### config.mk
export PLATFORM = sky130hd
export DESIGN_NAME = wall_follower
export DESIGN_NICKNAME = d
export VERILOG_FILES = /design/src/rtl/wf_pkg.sv /design/src/rtl/wf_step_full.sv /design/src/rtl/wf_step_merged.sv /design/src/rtl/wf_motion.sv /design/src/rtl/wf_state_reg.sv /design/src/rtl/wall_follower.sv
export SDC_FILE = /design/constraint.sdc
export NUM_CORES = 1
export LEC_CHECK = 0
export ABC_AREA = 1
export ABC_CLOCK_PERIOD_IN_PS = 2390
export BUFFER_PORTS_ARGS = -buffer_cell sky130_fd_sc_hd__buf_2
export CORE_AREA = 2 2 39 41
export CTS_CLUSTER_DIAMETER = 30
export DETAILED_ROUTE_END_ITERATION = 6
export DIE_AREA = 0 0 41 43
export SYNTH_ARGS = -nofsm -noshare
export SYNTH_HDL_FRONTEND = slang
export SYNTH_HIERARCHICAL = 1
export SYNTH_SLANG_ARGS = --single-unit
### constraint.sdc
create_clock -name clk -period 2.39 [get_ports clk]
set_input_delay 0.1195 -clock clk [delete_from_list [all_inputs] [get_ports clk]]
set_output_delay 0.1195 -clock clk [all_outputs]
set_load 0.02 [all_outputs]
### src/rtl/wf_pkg.sv
`timescale 1ns/1ps
package wf_pkg;

  // Motion command bundle: forward, veer left, veer right
  typedef struct packed {
    logic fwd;
    logic tl;
    logic tr;
  } motion_t;

  // Full (three-bit) state codes
  localparam logic [2:0] F_SEEK  = 3'b000;
  localparam logic [2:0] F_FACE  = 3'b001;
  localparam logic [2:0] F_GRAZE = 3'b010;
  localparam logic [2:0] F_CLEAR = 3'b011;
  localparam logic [2:0] F_GAP   = 3'b100;

  // Reduced (two-bit) state codes: clear and gap share one code
  localparam logic [1:0] M_SEEK  = 2'b00;
  localparam logic [1:0] M_FACE  = 2'b01;
  localparam logic [1:0] M_GRAZE = 2'b10;
  localparam logic [1:0] M_CLEAR = 2'b11;

  localparam motion_t MV_SEEK  = '{fwd: 1'b1, tl: 1'b0, tr: 1'b0};
  localparam motion_t MV_FACE  = '{fwd: 1'b0, tl: 1'b1, tr: 1'b0};
  localparam motion_t MV_GRAZE = '{fwd: 1'b1, tl: 1'b1, tr: 1'b0};
  localparam motion_t MV_CLEAR = '{fwd: 1'b1, tl: 1'b0, tr: 1'b1};

endpackage

### src/rtl/wf_step_full.sv
`timescale 1ns/1ps
// Next-state logic for the five-state policy; spare codes fall back to searching.
module wf_step_full
  import wf_pkg::*;
(
  input  logic [2:0] cur,
  input  logic       feel_l,
  input  logic       feel_r,
  output logic [2:0] nxt
);
  always_comb begin
    unique case (cur)
      F_SEEK:  nxt = (feel_l | feel_r) ? F_FACE : F_SEEK;
      F_FACE:  nxt = (feel_l | feel_r) ? F_FACE : F_CLEAR;
      F_GRAZE: begin
        if (feel_l)      nxt = F_FACE;
        else if (feel_r) nxt = F_GRAZE;
        else             nxt = F_CLEAR;
      end
      F_CLEAR: nxt = feel_r ? F_GRAZE : F_GAP;
      F_GAP:   nxt = feel_r ? F_GRAZE : F_GAP;
      default: nxt = F_SEEK;
    endcase
  end
endmodule

### src/rtl/wf_step_merged.sv
`timescale 1ns/1ps
// Next-state logic for the four-state policy (clear and gap merged).
module wf_step_merged
  import wf_pkg::*;
(
  input  logic [1:0] cur,
  input  logic       feel_l,
  input  logic       feel_r,
  output logic [1:0] nxt
);
  always_comb begin
    unique case (cur)
      M_SEEK:  nxt = (feel_l | feel_r) ? M_FACE : M_SEEK;
      M_FACE:  nxt = (feel_l | feel_r) ? M_FACE : M_CLEAR;
      M_GRAZE: begin
        if (feel_l)      nxt = M_FACE;
        else if (feel_r) nxt = M_GRAZE;
        else             nxt = M_CLEAR;
      end
      default: nxt = feel_r ? M_GRAZE : M_CLEAR;
    endcase
  end
endmodule

### src/rtl/wf_motion.sv
`timescale 1ns/1ps
// Moore output decode; the variant is chosen by MERGED.
module wf_motion
  import wf_pkg::*;
#(
  parameter bit MERGED = 1'b0,
  localparam int W = MERGED ? 2 : 3
)(
  input  logic [W-1:0] code,
  output motion_t      mv
);
  generate
    if (MERGED) begin : g_merged
      always_comb begin
        unique case (code)
          M_SEEK:  mv = MV_SEEK;
          M_FACE:  mv = MV_FACE;
          M_GRAZE: mv = MV_GRAZE;
          default: mv = MV_CLEAR;
        endcase
      end
    end else begin : g_full
      always_comb begin
        unique case (code)
          F_SEEK:           mv = MV_SEEK;
          F_FACE:           mv = MV_FACE;
          F_GRAZE:          mv = MV_GRAZE;
          F_CLEAR, F_GAP:   mv = MV_CLEAR;
          default:          mv = MV_SEEK;   // spare codes: forward only
        endcase
      end
    end
  endgenerate
endmodule

### src/rtl/wf_state_reg.sv
`timescale 1ns/1ps
module wf_state_reg #(
  parameter int W = 3,
  parameter logic [W-1:0] RESET_CODE = '0
)(
  input  logic         clk,
  input  logic         rst_n,
  input  logic [W-1:0] d,
  output logic [W-1:0] q
);
  always_ff @(posedge clk or negedge rst_n) begin
    if (!rst_n) q <= RESET_CODE;
    else        q <= d;
  end
endmodule

### src/rtl/wall_follower.sv
`timescale 1ns/1ps
module wall_follower
  import wf_pkg::*;
#(
  parameter bit MERGED = 1'b0
)(
  input  logic clk,
  input  logic rst_n,
  input  logic sense_left,
  input  logic sense_right,
  output logic step_fwd,
  output logic turn_left,
  output logic turn_right
);
  localparam int SW = MERGED ? 2 : 3;

  logic [SW-1:0] state_q;
  logic [SW-1:0] state_d;
  motion_t       mv;

  generate
    if (MERGED) begin : g_step
      wf_step_merged u_step (
        .cur    (state_q),
        .feel_l (sense_left),
        .feel_r (sense_right),
        .nxt    (state_d)
      );
    end else begin : g_step
      wf_step_full u_step (
        .cur    (state_q),
        .feel_l (sense_left),
        .feel_r (sense_right),
        .nxt    (state_d)
      );
    end
  endgenerate

  wf_state_reg #(.W(SW), .RESET_CODE('0)) u_reg (
    .clk   (clk),
    .rst_n (rst_n),
    .d     (state_d),
    .q     (state_q)
  );

  wf_motion #(.MERGED(MERGED)) u_motion (
    .code (state_q),
    .mv   (mv)
  );

  assign step_fwd   = mv.fwd;
  assign turn_left  = mv.tl;
  assign turn_right = mv.tr;

  // never veer both ways at once
  a_r2_veer_exclusive: assert property (@(posedge clk) disable iff (!rst_n)
    !(turn_left && turn_right));

  // forward is dropped only while facing a wall
  a_r2_halt_only_facing: assert property (@(posedge clk) disable iff (!rst_n)
    !step_fwd |-> (turn_left && !turn_right));

  // searching plus any contact leads to facing wall
  a_r3_seek_to_face: assert property (@(posedge clk) disable iff (!rst_n)
    (step_fwd && !turn_left && !turn_right && (sense_left || sense_right))
      |=> (!step_fwd && turn_left));

  // facing wall persists while contact persists
  a_r4_face_hold: assert property (@(posedge clk) disable iff (!rst_n)
    (!step_fwd && (sense_left || sense_right)) |=> !step_fwd);

  // left contact while grazing wins over the right feeler
  a_r5_graze_left_wins: assert property (@(posedge clk) disable iff (!rst_n)
    (step_fwd && turn_left && sense_left) |=> (!step_fwd && turn_left));

  // right contact after losing the wall resumes grazing, left ignored
  a_r6_regain_wall: assert property (@(posedge clk) disable iff (!rst_n)
    (turn_right && sense_right) |=> (step_fwd && turn_left && !turn_right));

  // no right contact after losing the wall keeps veering right
  a_r6_keep_seeking_right: assert property (@(posedge clk) disable iff (!rst_n)
    (turn_right && !sense_right) |=> (step_fwd && turn_right));

endmodule

==> reports/results.txt <==
Average size of a mapped cell: 6.74 sq um
Fin nets: 47
Switching share of total power: 0.481
Die width: 41 um
Via-to-Cell Ratio: 3.91
Post-synth EDFFs: 0
Top FF cell, synth: dfrtp_1
Commonest cells post-synth: 7 x inv_1, 7 x nand3_1, 6 x nand2_1
WL per Instance: 7.79 um
Final TNS setup: 0 ns
Max-slew violations: 0
Row count: 14
Clock root cell: clkbuf_4
First-pass GRT wire length: 834 um
Largest net degree at the start of global routing: 9
Psw: 186 uW
Largest area contributor in the netlist: dfrtp_1
Largest cells by area after synthesis: dfrtp_1 36%, nand3_1 17%, inv_1 13%
DRC viols: 0
Flop pwr share: 0.284
Critical Path RT: 2.27 ns
DIE AREA: 1760 sq um
Period utilization: 0.510
Internal Power: 200 uW
Ant diodes: 0
Final ANT Viol Nets: 0
Clk pwr share: 0.239
Fmax: 0.820 GHz
# setup viols final: 0
Vias in the first global route: 223
I/O Buffers: 6
Core area: 1380 sq um
Hold Path Class: in -> reg
Initial core utilization: 0.151
Cells after DPL: 53
I/O Pins: 7
Fin crit period: 1.22 ns
CTS tree: yes
Status: finished, final reports clean
Area grow syn2layout: 41.3%
Setup crit end kind: output port
Synth Register Bits: 3
Htree depth: 1
Largest register FFs: 3
Share of cells above drive strength 1: 0.286
RSZ-0062 raised after global routing: no
CP startpoint: u_reg/q[1]
Post-synthesis sequential area ratio: 0.359
Final cell count without fillers: 58
Syn nets: 35
Final GP Congestion: 0.748
Max-cap check violation count: 0
First drt pass iteration count: 4
Worst Path Max Fanout: 8
Slew Limit Headroom: 0.833
Routed wire length: 452 um
Worst setup path category: reg -> out
Via Count: 227
Leak Pwr: 0.161 nW
Post-synth top area share: 0.359
Layout Skew: 0.00473 ns
GRT Overall Usage: 0.0743
Clock slew at reported path FFs: 0.03 ns
Ys async rst share: 1.00
Initial antenna violation count: 0
Dpl hpwl: 341 um
R2r startpoint: u_reg/q[0]
Cells after synthesis: 31
Measured slew at the worst slew-check pin: 0.251 ns
Final Hold Viols: 0
TritonCTS Buffers: 3
Insertion delay to the later sink of the worst-skew pair: 0.24 ns
Max IR drop VDD: 0.280 mV
Post-CTS setup repair buffer count: 0
Worst Path Arrival: 1.10 ns
Most flops, register: u_reg/q
Gr ovfl total: 0
Drt initial violations: 5
Synthesized area: 209 sq um
CP Launch Type: register
Synth warn: 6
Netlist cell types: 10
Hold path startpoint: sense_right
Clk buf depth: 2
Power per standard cell area: 1310 nW/um^2
Die height: 43 um
Largest registers: u_reg/q x3
CTS Sinks: 3
Logic pwr share: 0.478
[routing by layer]
metal | vias to the layer above | track usage | share of wire
li1 | 121 | - | -
met1 | 97 | 0.0836 | 0.47
met2 | 7 | 0.0906 | 0.43
met3 | 2 | 0.0366 | 0.055
met4 | 0 | 0.0800 | 0.035
met5 | - | 0 | 0
[worst max-delay path, stage by stage (launching register included)]
cell and delay [ns]:
dfrtp_1 0.45, inv_1 0.12, nand3_2 0.08, nand2_1 0.06
buf_2 0.15
[cells in the final DEF (no fill, tap or decap)]
| cell type | n |
|---|---|
| nor2_2 | 1 |
| inv_1 | 7 |
| nand4_1 | 2 |
| dlygate4sd3_1 | 1 |
| nand2_1 | 6 |
| nand3_1 | 7 |
| clkbuf_1 | 1 |
| clkbuf_4 | 3 |
| o21ai_0 | 1 |
| o21ai_2 | 1 |
| buf_2 | 6 |
| dfrtp_1 | 3 |
| nand3_2 | 1 |
| nor2_1 | 2 |
[cell type report]
| type | instances | area [sq um] |
|---|---|---|
| clock buffer | 4 | 26.3 |
| multi-input combinational | 21 | 108 |
| tap | 16 | 20.0 |
| timing repair buffer | 7 | 40.0 |
| sequential | 3 | 75.1 |
| fill | 158 | 1090 |
| inverter | 7 | 26.3 |
[worst paths after layout]
check | slack (ns) | cells after the start | end
max reg2reg | 1.46 | 4 | u_reg/q[0]
min | 0.07 | 2 | u_reg/q[2]
min reg2reg | 0.63 | 3 | u_reg/q[2]
min in group asynchronous | 0.20 | 2 | u_reg/q[0]
max in group asynchronous | 2.08 | 2 | u_reg/q[2]
max | 1.17 | 4 | turn_left
[stage by stage]
step	setup WS (ns)	cell area (sq um)	total power, mW	hold slack (ns)	utilization
5_1_grt	1.07	295	0.426	0.0577	0.213
3_5_place_dp	1.42	259	0.295	-0.0834	0.187
3_3_place_gp	1.43	259	0.291	-0.0830	0.187
2_1_floorplan	1.39	209	0.240	-0.176	-
4_1_cts	1.16	295	0.393	0.0600	0.213
6_report	1.17	295	0.386	0.0682	0.213
[power groups by stage]
stage / clock, mW / combinational, mW / sequential (mW)
floorplan: 0 / 0.138 / 0.102
global placement: 0 / 0.183 / 0.108
detailed placement: 0 / 0.184 / 0.110
CTS: 0.0976 / 0.186 / 0.110
global route: 0.100 / 0.210 / 0.116
finish: 0.0923 / 0.185 / 0.110
[cell families after synthesis]
kind of cell,Yosys count,share of synthesized area
buffers and inverters,7,0.126
flip-flops,3,0.359
AO/OA/AOI/OAI,2,0.0659
AND/OR/NAND/NOR,19,0.449
[what timing repair did]
action / 4_1_cts / 5_1_grt
hold endpoints to repair: 3 / 0
hold buffers: 1 / 0
resized for setup: 0 / 0
Power figures use the tool's default switching activity.
